### config.mk
export PLATFORM = sky130hd
export DESIGN_NAME = dmareg_top
export DESIGN_NICKNAME = d
export VERILOG_FILES = /design/src/rtl/dmareg_pkg.sv /design/src/rtl/dmareg_byteptr.sv /design/src/rtl/dmareg_chan.sv /design/src/rtl/dmareg_top.sv
export SDC_FILE = /design/constraint.sdc
export NUM_CORES = 1
export LEC_CHECK = 0
export CAP_MARGIN = 20
export CORE_UTILIZATION = 40
export DETAILED_ROUTE_END_ITERATION = 10
export DONT_BUFFER_PORTS = 1
export GPL_TIMING_DRIVEN = 0
export HOLD_SLACK_MARGIN = 0.02
export PLACE_DENSITY = 0.64
export SLEW_MARGIN = 20
export SYNTH_ARGS = -nofsm -noshare
export SYNTH_HDL_FRONTEND = slang
export SYNTH_SLANG_ARGS = --single-unit
### constraint.sdc
create_clock -name clk -period 3.9 [get_ports clk]
set_clock_uncertainty 0.1 [all_clocks]
set_input_delay 0.585 -clock clk [delete_from_list [all_inputs] [get_ports clk]]
set_output_delay 0.585 -clock clk [all_outputs]
set_load 0.005 [all_outputs]
### src/rtl/dmareg_pkg.sv
package dmareg_pkg;
  localparam int NCH = 4;
  localparam int CHW = $clog2(NCH);
  localparam int DW = 8;
  localparam int RW = 2 * DW;
  localparam int PW = 4;
  localparam int MW = DW - CHW;

  localparam logic [PW-1:0] P_MASK  = PW'(2 * NCH);
  localparam logic [PW-1:0] P_REQ   = PW'(2 * NCH + 1);
  localparam logic [PW-1:0] P_MODE  = PW'(2 * NCH + 2);
  localparam logic [PW-1:0] P_CLRFF = PW'(2 * NCH + 3);
  localparam logic [PW-1:0] P_PAGE0 = PW'(2 * NCH + 4);

  typedef enum logic [1:0] {XF_DEMAND, XF_SINGLE, XF_BLOCK, XF_CASCADE} xfer_e;
  typedef enum logic [1:0] {DIR_VERIFY, DIR_WRITE, DIR_READ, DIR_RSVD} dir_e;

  typedef struct packed {
    xfer_e xfer;
    logic  decr;
    logic  autoinit;
    dir_e  dir;
  } mode_t;

  function automatic logic [RW-1:0] put_byte(input logic [RW-1:0] word,
                                             input logic hi,
                                             input logic [DW-1:0] b);
    return hi ? {b, word[DW-1:0]} : {word[RW-1:DW], b};
  endfunction

  function automatic logic [DW-1:0] get_byte(input logic [RW-1:0] word, input logic hi);
    return hi ? word[RW-1:DW] : word[DW-1:0];
  endfunction

  function automatic logic [RW-1:0] addr_step(input logic [RW-1:0] a, input logic decr);
    return decr ? a - RW'(1) : a + RW'(1);
  endfunction

  function automatic logic [RW-1:0] cnt_step(input logic [RW-1:0] c);
    return c - RW'(1);
  endfunction

  function automatic logic cnt_is_term(input logic [RW-1:0] c);
    return c == '0;
  endfunction
endpackage

### src/rtl/dmareg_byteptr.sv
module dmareg_byteptr (
  input  logic clk,
  input  logic rst_n,
  input  logic clr,
  input  logic toggle,
  output logic hi
);
  always_ff @(posedge clk or negedge rst_n) begin
    if (!rst_n)      hi <= 1'b0;
    else if (clr)    hi <= 1'b0;
    else if (toggle) hi <= ~hi;
  end
endmodule

### src/rtl/dmareg_chan.sv
module dmareg_chan
  import dmareg_pkg::*;
(
  input  logic          clk,
  input  logic          rst_n,
  input  logic          addr_wr,
  input  logic          cnt_wr,
  input  logic          hi_byte,
  input  logic [DW-1:0] wdata,
  input  logic          mode_wr,
  input  logic          mask_wr,
  input  logic          req_wr,
  input  logic          page_wr,
  input  logic          step,
  output logic [RW-1:0] cur_addr,
  output logic [RW-1:0] cur_cnt,
  output logic [DW-1:0] page,
  output mode_t         mode,
  output logic          mask,
  output logic          req,
  output logic          tc
);
  logic [RW-1:0] base_addr;
  logic [RW-1:0] base_cnt;
  logic          step_term;
  logic          reload;

  assign step_term = step && cnt_is_term(cur_cnt);
  assign reload    = step_term && mode.autoinit;

  always_ff @(posedge clk or negedge rst_n) begin
    if (!rst_n) begin
      base_addr <= '0;
      cur_addr  <= '0;
      base_cnt  <= '0;
      cur_cnt   <= '0;
      page      <= '0;
      mode      <= '0;
      mask      <= 1'b1;
      req       <= 1'b0;
      tc        <= 1'b0;
    end else begin
      tc <= step_term;
      if (addr_wr) begin
        base_addr <= put_byte(base_addr, hi_byte, wdata);
        cur_addr  <= put_byte(cur_addr, hi_byte, wdata);
      end else if (reload) begin
        cur_addr <= base_addr;
      end else if (step) begin
        cur_addr <= addr_step(cur_addr, mode.decr);
      end
      if (cnt_wr) begin
        base_cnt <= put_byte(base_cnt, hi_byte, wdata);
        cur_cnt  <= put_byte(cur_cnt, hi_byte, wdata);
      end else if (reload) begin
        cur_cnt <= base_cnt;
      end else if (step) begin
        cur_cnt <= cnt_step(cur_cnt);
      end
      if (mode_wr) mode <= mode_t'(wdata[DW-1:CHW]);
      if (page_wr) page <= wdata;
      if (mask_wr) mask <= wdata[CHW];
      else if (step_term && !mode.autoinit) mask <= 1'b1;
      if (req_wr) req <= wdata[CHW];
      else if (step_term) req <= 1'b0;
    end
  end


  page_hold_chk: assert property (@(posedge clk) disable iff (!rst_n)
    (step && !page_wr) |=> page == $past(page));


  tc_cause_chk: assert property (@(posedge clk) disable iff (!rst_n)
    tc |-> ($past(step) && $past(cur_cnt) == '0));


  load_low_chk: assert property (@(posedge clk) disable iff (!rst_n)
    (addr_wr && !hi_byte) |=> (cur_addr[DW-1:0] == $past(wdata) && base_addr[DW-1:0] == $past(wdata)));


  reload_mask_chk: assert property (@(posedge clk) disable iff (!rst_n)
    (step && cur_cnt == '0 && mode.autoinit && !mask_wr) |=> mask == $past(mask));
endmodule

### src/rtl/dmareg_top.sv
module dmareg_top
  import dmareg_pkg::*;
(
  input  logic              clk,
  input  logic              rst_n,
  input  logic              bus_wr,
  input  logic              bus_rd,
  input  logic [PW-1:0]     bus_port,
  input  logic [DW-1:0]     bus_wdata,
  output logic [DW-1:0]     bus_rdata,
  input  logic              step_valid,
  input  logic [CHW-1:0]    step_chan,
  output logic [NCH-1:0]    mask_o,
  output logic [NCH-1:0]    req_o,
  output logic [NCH*MW-1:0] mode_o,
  output logic [NCH*DW-1:0] page_o,
  output logic [NCH*RW-1:0] cur_addr_o,
  output logic [NCH*RW-1:0] cur_cnt_o,
  output logic [NCH-1:0]    tc_o
);
  logic          is_reg_port;
  logic          ptr_acc;
  logic          ptr_clr;
  logic          ptr_hi;
  logic [CHW-1:0] reg_ch;
  logic [CHW-1:0] sel_ch;
  logic [RW-1:0] addr_arr [NCH];
  logic [RW-1:0] cnt_arr  [NCH];
  logic [DW-1:0] page_arr [NCH];
  logic [DW-1:0] rd_mux;

  assign is_reg_port = (bus_port < PW'(2 * NCH));
  assign ptr_acc     = (bus_wr || bus_rd) && is_reg_port;
  assign ptr_clr     = bus_wr && (bus_port == P_CLRFF);
  assign reg_ch      = bus_port[CHW:1];
  assign sel_ch      = bus_wdata[CHW-1:0];

  dmareg_byteptr u_ptr (
    .clk    (clk),
    .rst_n  (rst_n),
    .clr    (ptr_clr),
    .toggle (ptr_acc),
    .hi     (ptr_hi)
  );

  for (genvar i = 0; i < NCH; i++) begin : g_ch
    logic  a_wr, c_wr, m_wr, k_wr, r_wr, p_wr, stp;
    mode_t md;
    assign a_wr = bus_wr && is_reg_port && reg_ch == CHW'(i) && !bus_port[0];
    assign c_wr = bus_wr && is_reg_port && reg_ch == CHW'(i) && bus_port[0];
    assign m_wr = bus_wr && bus_port == P_MODE && sel_ch == CHW'(i);
    assign k_wr = bus_wr && bus_port == P_MASK && sel_ch == CHW'(i);
    assign r_wr = bus_wr && bus_port == P_REQ && sel_ch == CHW'(i);
    assign p_wr = bus_wr && bus_port == P_PAGE0 + PW'(i);
    assign stp  = step_valid && step_chan == CHW'(i);

    dmareg_chan u_chan (
      .clk      (clk),
      .rst_n    (rst_n),
      .addr_wr  (a_wr),
      .cnt_wr   (c_wr),
      .hi_byte  (ptr_hi),
      .wdata    (bus_wdata),
      .mode_wr  (m_wr),
      .mask_wr  (k_wr),
      .req_wr   (r_wr),
      .page_wr  (p_wr),
      .step     (stp),
      .cur_addr (addr_arr[i]),
      .cur_cnt  (cnt_arr[i]),
      .page     (page_arr[i]),
      .mode     (md),
      .mask     (mask_o[i]),
      .req      (req_o[i]),
      .tc       (tc_o[i])
    );

    assign mode_o[i*MW +: MW]     = md;
    assign page_o[i*DW +: DW]     = page_arr[i];
    assign cur_addr_o[i*RW +: RW] = addr_arr[i];
    assign cur_cnt_o[i*RW +: RW]  = cnt_arr[i];
  end

  always_comb begin
    rd_mux = '0;
    if (is_reg_port) begin
      rd_mux = bus_port[0] ? get_byte(cnt_arr[reg_ch], ptr_hi)
                           : get_byte(addr_arr[reg_ch], ptr_hi);
    end else if (bus_port >= P_PAGE0) begin
      rd_mux = page_arr[bus_port[CHW-1:0]];
    end else if (bus_port == P_MASK) begin
      rd_mux = {{(DW-NCH){1'b0}}, mask_o};
    end else if (bus_port == P_REQ) begin
      rd_mux = {{(DW-NCH){1'b0}}, req_o};
    end
  end

  assign bus_rdata = bus_rd ? rd_mux : '0;


  clr_low_chk: assert property (@(posedge clk) disable iff (!rst_n)
    ptr_clr |=> !ptr_hi);


  ptr_toggle_chk: assert property (@(posedge clk) disable iff (!rst_n)
    ptr_acc |=> ptr_hi != $past(ptr_hi));


  tc_single_chk: assert property (@(posedge clk) disable iff (!rst_n)
    $onehot0(tc_o));


  mask_write_chk: assert property (@(posedge clk) disable iff (!rst_n)
    (bus_wr && bus_port == P_MASK) |=> mask_o[$past(sel_ch)] == $past(bus_wdata[CHW]));
endmodule

# Word level (Yosys, flattened, before mapping)
# Cells that the tools add are included.
op_classes:
  n_addsub: 12
  magnitude_cmp: 4
  n_eq_ne: 33
  muxes: 64
  n_bitwise: 3
  n_reduce_logical: 112
op_table:
  columns: ["cell", "count"]
  rows:
  - ["2-to-1 mux 16 bit", 33]
  - ["subtractor 16 x 1 -> 16 bit (second input constant)", 8]
  - ["adder 16 x 1 -> 16 bit (second input constant)", 4]
  - ["binary-select mux 16 bit (select 2 bit)", 2]
  - ["logical NOT 16 bit", 4]
  - ["2-to-1 mux 8 bit", 8]
  - ["AND reduction 2 bit", 32]
  - ["logical AND 1 bit", 50]
  - ["== test 4 bit (second input constant)", 8]
  - ["nonzero test 3 bit", 8]
  - ["2-to-1 mux 1 bit", 18]
  - ["nonzero test 2 bit", 9]
  - ["binary-select mux 8 bit (select 2 bit)", 1]
  - ["inequality test 2 x 1 -> 1 bit (second input constant)", 8]
  - ["inequality test 2 bit (second input constant)", 8]
  - ["== test 2 bit (second input constant)", 6]
  - ["2-to-1 mux 4 bit", 2]
  - ["== test 2 x 1 -> 1 bit (second input constant)", 3]
  - [">= comparator 3 bit (second input constant)", 2]
  - ["logical NOT 2 bit", 3]
  - ["NOT 2 -> 3 bit", 2]
  - ["logical NOT 1 bit", 5]
  - [">= comparator 4 bit (second input constant)", 1]
  - ["< comparator 4 bit (second input constant)", 1]
  - ["other kinds (2)", 2]
totals:
  regBits: 325
  in_bits: 19
  out_inout_bits: 204
  word_cells: 293

# Logic depth before layout (Yosys ltp)
depth:
  depth_word: 8
  depth_mapped: 10
  mapped_depth_nobuf: 9

# Modules after synthesis
# A second synthesis with hierarchy kept.
unflattened:
  hier_cells: 2153
  area_unflattened_um2: 20457.1
modules_own_cells:
  columns: ["module", "n_inst", "cells_each", "area_each_um2"]
  rows:
  - ["dmareg_chan at g_ch[2].u_chan ...", 2, 506, 4725.8]
  - ["dmareg_chan at g_ch[0].u_chan ...", 2, 487, 4663.2]
  - ["dmareg_top", 1, 164, 1641.6]
  - ["dmareg_byteptr", 1, 3, 37.5]

# Worst setup path after synthesis
# No wires, ideal clock.
synth_timing:
  path_type: "in2out"
  from: "input bus_port[1]"
  to: "output bus_rdata[0]"
  t_arrival_ps: 2351
  slack_ps: 864
  cell_stages: 7
  n_path_buf: 3
  path_cell_list: "buf_2 > buf_2 > buf_2 > mux4_2 > mux4_2 > mux2i_1 > nor2b_1"
synth_between:
  elab_chain_len: 8
  elab_cells_between_ends: 23
  classes_between: "order compare: 2; eq/ne: 2; mux: 17; bitwise: 2"
synth_rtl:
  columns: ["element", "line", "text"]
  rows:
  - ["start, declared", "dmareg_top.sv:8", "input logic [PW-1:0] bus_port,"]
  - ["NOT 2 -> 3 bit (implied by the code)", "dmareg_top.sv:87, dmareg_top.sv:88", null]
  - ["binary-select mux 16 bit (select 2 bit) (on tied branches)", "dmareg_top.sv:88, dmareg_top.sv:87", null]
  - ["2-to-1 mux 16 bit (on tied branches) (2 in a row)", "dmareg_top.sv:88, dmareg_top.sv:87", null]
  - ["2-to-1 mux 8 bit", "dmareg_pkg.sv:32", "return hi ? word[RW-1:DW] : word[DW-1:0];"]
  - ["2-to-1 mux 8 bit", "dmareg_top.sv:87", "rd_mux = bus_port[0] ? get_byte(cnt_arr[reg_ch], ptr_hi)"]
  - ["2-to-1 mux 8 bit *", "dmareg_top.sv:86", "if (is_reg_port) begin"]
  - ["2-to-1 mux 8 bit *", "dmareg_top.sv:98", "assign bus_rdata = bus_rd ? rd_mux : '0;"]
  - ["end, declared", "dmareg_top.sv:10", "output logic [DW-1:0] bus_rdata,"]
# Every way passes the cells marked *; elsewhere a longest branch is shown, timed or not. The select of a mux whose other input is x is not followed.

# Worst setup path in the final report
layout_timing:
  from: "register u_ptr.hi"
  to: "output bus_rdata[2]"
layout_between:
  elab_chain_len: 4
  elab_cells_between_ends: 5
  classes_between: "mux: 5"
layout_rtl:
  columns: ["element", "line", "text"]
  rows:
  - ["start, declared", "dmareg_byteptr.sv:6", "output logic hi"]
  - ["start signal, assigned", "dmareg_byteptr.sv:11", "else if (toggle) hi <= ~hi;"]
  - ["2-to-1 mux 8 bit", "dmareg_pkg.sv:32", null]
  - ["2-to-1 mux 8 bit *", "dmareg_top.sv:87", null]
  - ["2-to-1 mux 8 bit *", "dmareg_top.sv:86", null]
  - ["2-to-1 mux 8 bit *", "dmareg_top.sv:98", null]
# Every way passes the cells marked *; elsewhere a longest branch is shown, timed or not.

==> impl_metrics.tcl <==
set metrics [dict create \
    status "finished with violations" \
    cap_violations 0 \
    setup_viol 0 \
    crit_fanout 10 \
    hold_path.class "primary input to asynchronous set/reset pin" \
    dieArea_sq_mm 0.0498 \
    finalWorstSetupSlack_ns 0.232 \
    synth_seq_cells 325 \
    critical_path_buf_inv_count 3 \
    synth_simple_gate_area_share_pct 19.1 \
    area_growth_pct 11.2 \
    ctsLongestPathBuffers 3 \
    die_h_um 223 \
    finish.utilization_pct 45.3 \
    async_reset_ff_share_pct 100 \
    antenna_found_initial 1 \
    power_w 0.0156 \
    path_cells "buf_2 -> clkinv_1 -> clkbuf_1 -> mux4_2 -> mux2i_1 -> nor2b_1" \
    peakVddDrop_mv 0.344 \
    rsz0062_at_grt "false" \
    place_congestion 1.01 \
    cts-root-buf "clkbuf_16" \
    netlist_instances 2170 \
    portBuffers 0 \
    wl_per_cell_um 28.2 \
    cp-end-kind "primary output" \
    fin_crit_sh_pct 94.0 \
    synth_compound_area_share_pct 17.2 \
    num_io_pins 223 \
    cts_sinks 325 \
    post_cts_buffers 0 \
    first_global_vias 17359 \
    yosysTopAreaCellShare_pct 41.0 \
    synth_edf_count 0 \
    clock_latency_ns 0.54 \
    setup_tns_ns 0 \
    grt_overflow 0 \
    slew_violations 152 \
    numCtsBuffers 37 \
    start_util_pct 40.7 \
    grt_max_degree 326 \
    ys_warn_count 0 \
    synth_top_cell_by_area "dfrtp_1" \
    fp.dieW_um 223 \
    finalWirelength_mm 80.5 \
    syn_nets 2257 \
    slew_headroom_pct -24.5 \
    layoutNonFillerInstCount 2856 \
    drt-initial-drc-count 2387 \
    avgSynthCellArea_sq_um 9.02 \
    rows 80 \
    nets 2301 \
    place_ws_ns 0.373 \
    synthAdderAreaFrac_pct 4.50 \
    core_area_sq_mm 0.0480 \
    finalHoldViolCount 197 \
    layout_common_cells "nand2_1 (457), dfrtp_1 (321), o21ai_0 (166)" \
    crit_arrival_ns 2.98 \
    power.leakage_nw 9.61 \
    critical_path_class "flip-flop to primary output" \
    fin_crit_ns 3.67 \
    critPathSlowestCell "clkbuf_1" \
    dp_hpwl_mm 59.0 \
    cts_tree "yes" \
    layout_commonest_cell "nand2_1" \
    syn_area_sq_mm 0.0196 \
    synth_mux_area_share_pct 10.4 \
    cts_max_level 2 \
    drcViolationCount 0 \
    violations "negative hold slack, max-slew violations" \
    critPathMaxStageDelay_ns 0.73 \
    synth_cell_types 79 \
    grtUsageTotal_pct 32.1 \
    grt_pass1_wl_mm 118 \
    holdWs_ns -0.343 \
    synth_top_family_by_area "simple AND/OR/NAND/NOR gates" \
    drive_gt1_share_pct 11.4 \
    yosys-top-cells-area "dfrtp_1 (41%), nand2_1 (8.8%), mux4_2 (5.5%), o21ai_0 (4.2%), ha_1 (4.1%)" \
    clk_transition_reported_paths_ns 0.07 \
    vias 18374 \
    cp-start-kind "flip-flop" \
    power_density_mw_per_mm2 717 \
    worst_slew_pin_slew_ns 1.87 \
    crit_family "buffers and inverters" \
    drt-vias-per-instance 6.43 \
    first_pass_iters 6 \
    fmax_mhz 273 \
    cp_data_required_time_ns 3.21 \
    synth-xor-area-share_pct 3.49 \
    drt.antenna.violating_nets 0 \
    yosysSeqAreaShare_pct 41.6 \
    synth_ff_type "dfrtp_1" \
    dp_cells 2789 \
]
## area by class of cell
class	count	area (sq um)
multi-input cells	1681	10700
fillers	4587	26300
plain buffers	129	599
flip-flops and latches	325	8140
inverters	35	131
repair buffers	5	50.0
diodes	1	2.50
clock inverters	15	284
clock buffers	50	1070
well taps	615	769
## cell usage after synthesis, drive strengths merged, types with 17 or more instances
cell type  number
o21ai         168
nand3          52
nor2          153
nand2         457
a31oi          34
a21o           19
clkbuf         82
inv            34
dfrtp         321
o211ai         18
buf            47
mux2           69
ha             64
o22ai          59
mux2i          18
or3            21
a21oi         143
xnor2          49
a22oi          21
and3           19
mux4           48
xor2           29
nor3           53
a211oi         17
## stage by stage
stage	hold slack (ns)	area, sq um
after floorplan	0.189	19600
after detailed placement	0.200	20400
final	-0.343	21800
after CTS	-0.351	21700
after global placement	0.202	20300
after global routing	-0.353	21800
## sequential cells by signal (all words and copies together), names as in the netlist
signal / count
g_ch.u_chan.mode: 24
g_ch.u_chan.req: 4
g_ch.u_chan.cur_cnt: 64
g_ch.u_chan.tc: 4
g_ch.u_chan.base_addr: 64
g_ch.u_chan.cur_addr: 64
g_ch.u_chan.base_cnt: 64
g_ch.u_chan.mask: 4
u_ptr.hi: 1
g_ch.u_chan.page: 32
## where the power goes
group / leakage [nW] / internal, W / switching (W) / total (W)
clock: 0.665 / 0.00246 / 0.00150 / 0.00396
combinational: 4.95 / 0.00236 / 0.00290 / 0.00526
sequential: 4.00 / 0.00438 / 0.00200 / 0.00638
total: 9.61 / 0.00920 / 0.00640 / 0.0156
## cell families after synthesis
family,Yosys count
xor+xnor,78
mux,135
compound gates,557
fa+ha+maj,68
buf+inv,164
simple gates,843
flops,325
## worst register-to-register path, delay by kind of cell (launching register included)
| family | cells | cell delay, ns |
|---|---|---|
| flops | 1 | 0.90 |
| xor+xnor | 1 | 0.17 |
| fa+ha+maj | 1 | 0.44 |
| simple gates | 1 | 0.19 |
| compound gates | 5 | 1.66 |
## worst paths after layout
path | start | endpoint | slack [ns] | cells after the start
setup reg to reg | g_ch[3].u_chan.mode[3]$_DFFE_PN0P_ | g_ch[3].u_chan.cur_addr[15]$_DFFE_PN0P_ | 0.34 | 8
min in group clk | bus_wdata[2] | g_ch[0].u_chan.cur_addr[2]$_DFFE_PN0P_ | 0.10 | 1
setup / recovery | u_ptr.hi$_DFFE_PN0P_ | bus_rdata[2] | 0.23 | 6
max in group asynchronous | rst_n | g_ch[0].u_chan.cur_cnt[15]$_DFFE_PN0P_ | 2.56 | 0
hold reg to reg | g_ch[3].u_chan.base_cnt[5]$_DFFE_PN0P_ | g_ch[3].u_chan.base_cnt[5]$_DFFE_PN0P_ | 0.37 | 2
hold / removal | rst_n | g_ch[0].u_chan.mode[5]$_DFFE_PN0P_ | -0.34 | 0
## layer usage
layer	up-vias	GRT usage (%)	part of all wire, %
met2	1165	49.7	45
met1	9009	40.1	37
met3	266	9.80	12
met5	-	0	0.014
met4	2	17.3	6.1
li1	7932	-	-
## what timing repair did
action,4_1_cts,5_1_grt
resized for setup,0,0
endpoints found under the hold margin,325,325
setup endpoints to repair,0,0
Note: power is estimated with default switching activity, not from simulation.
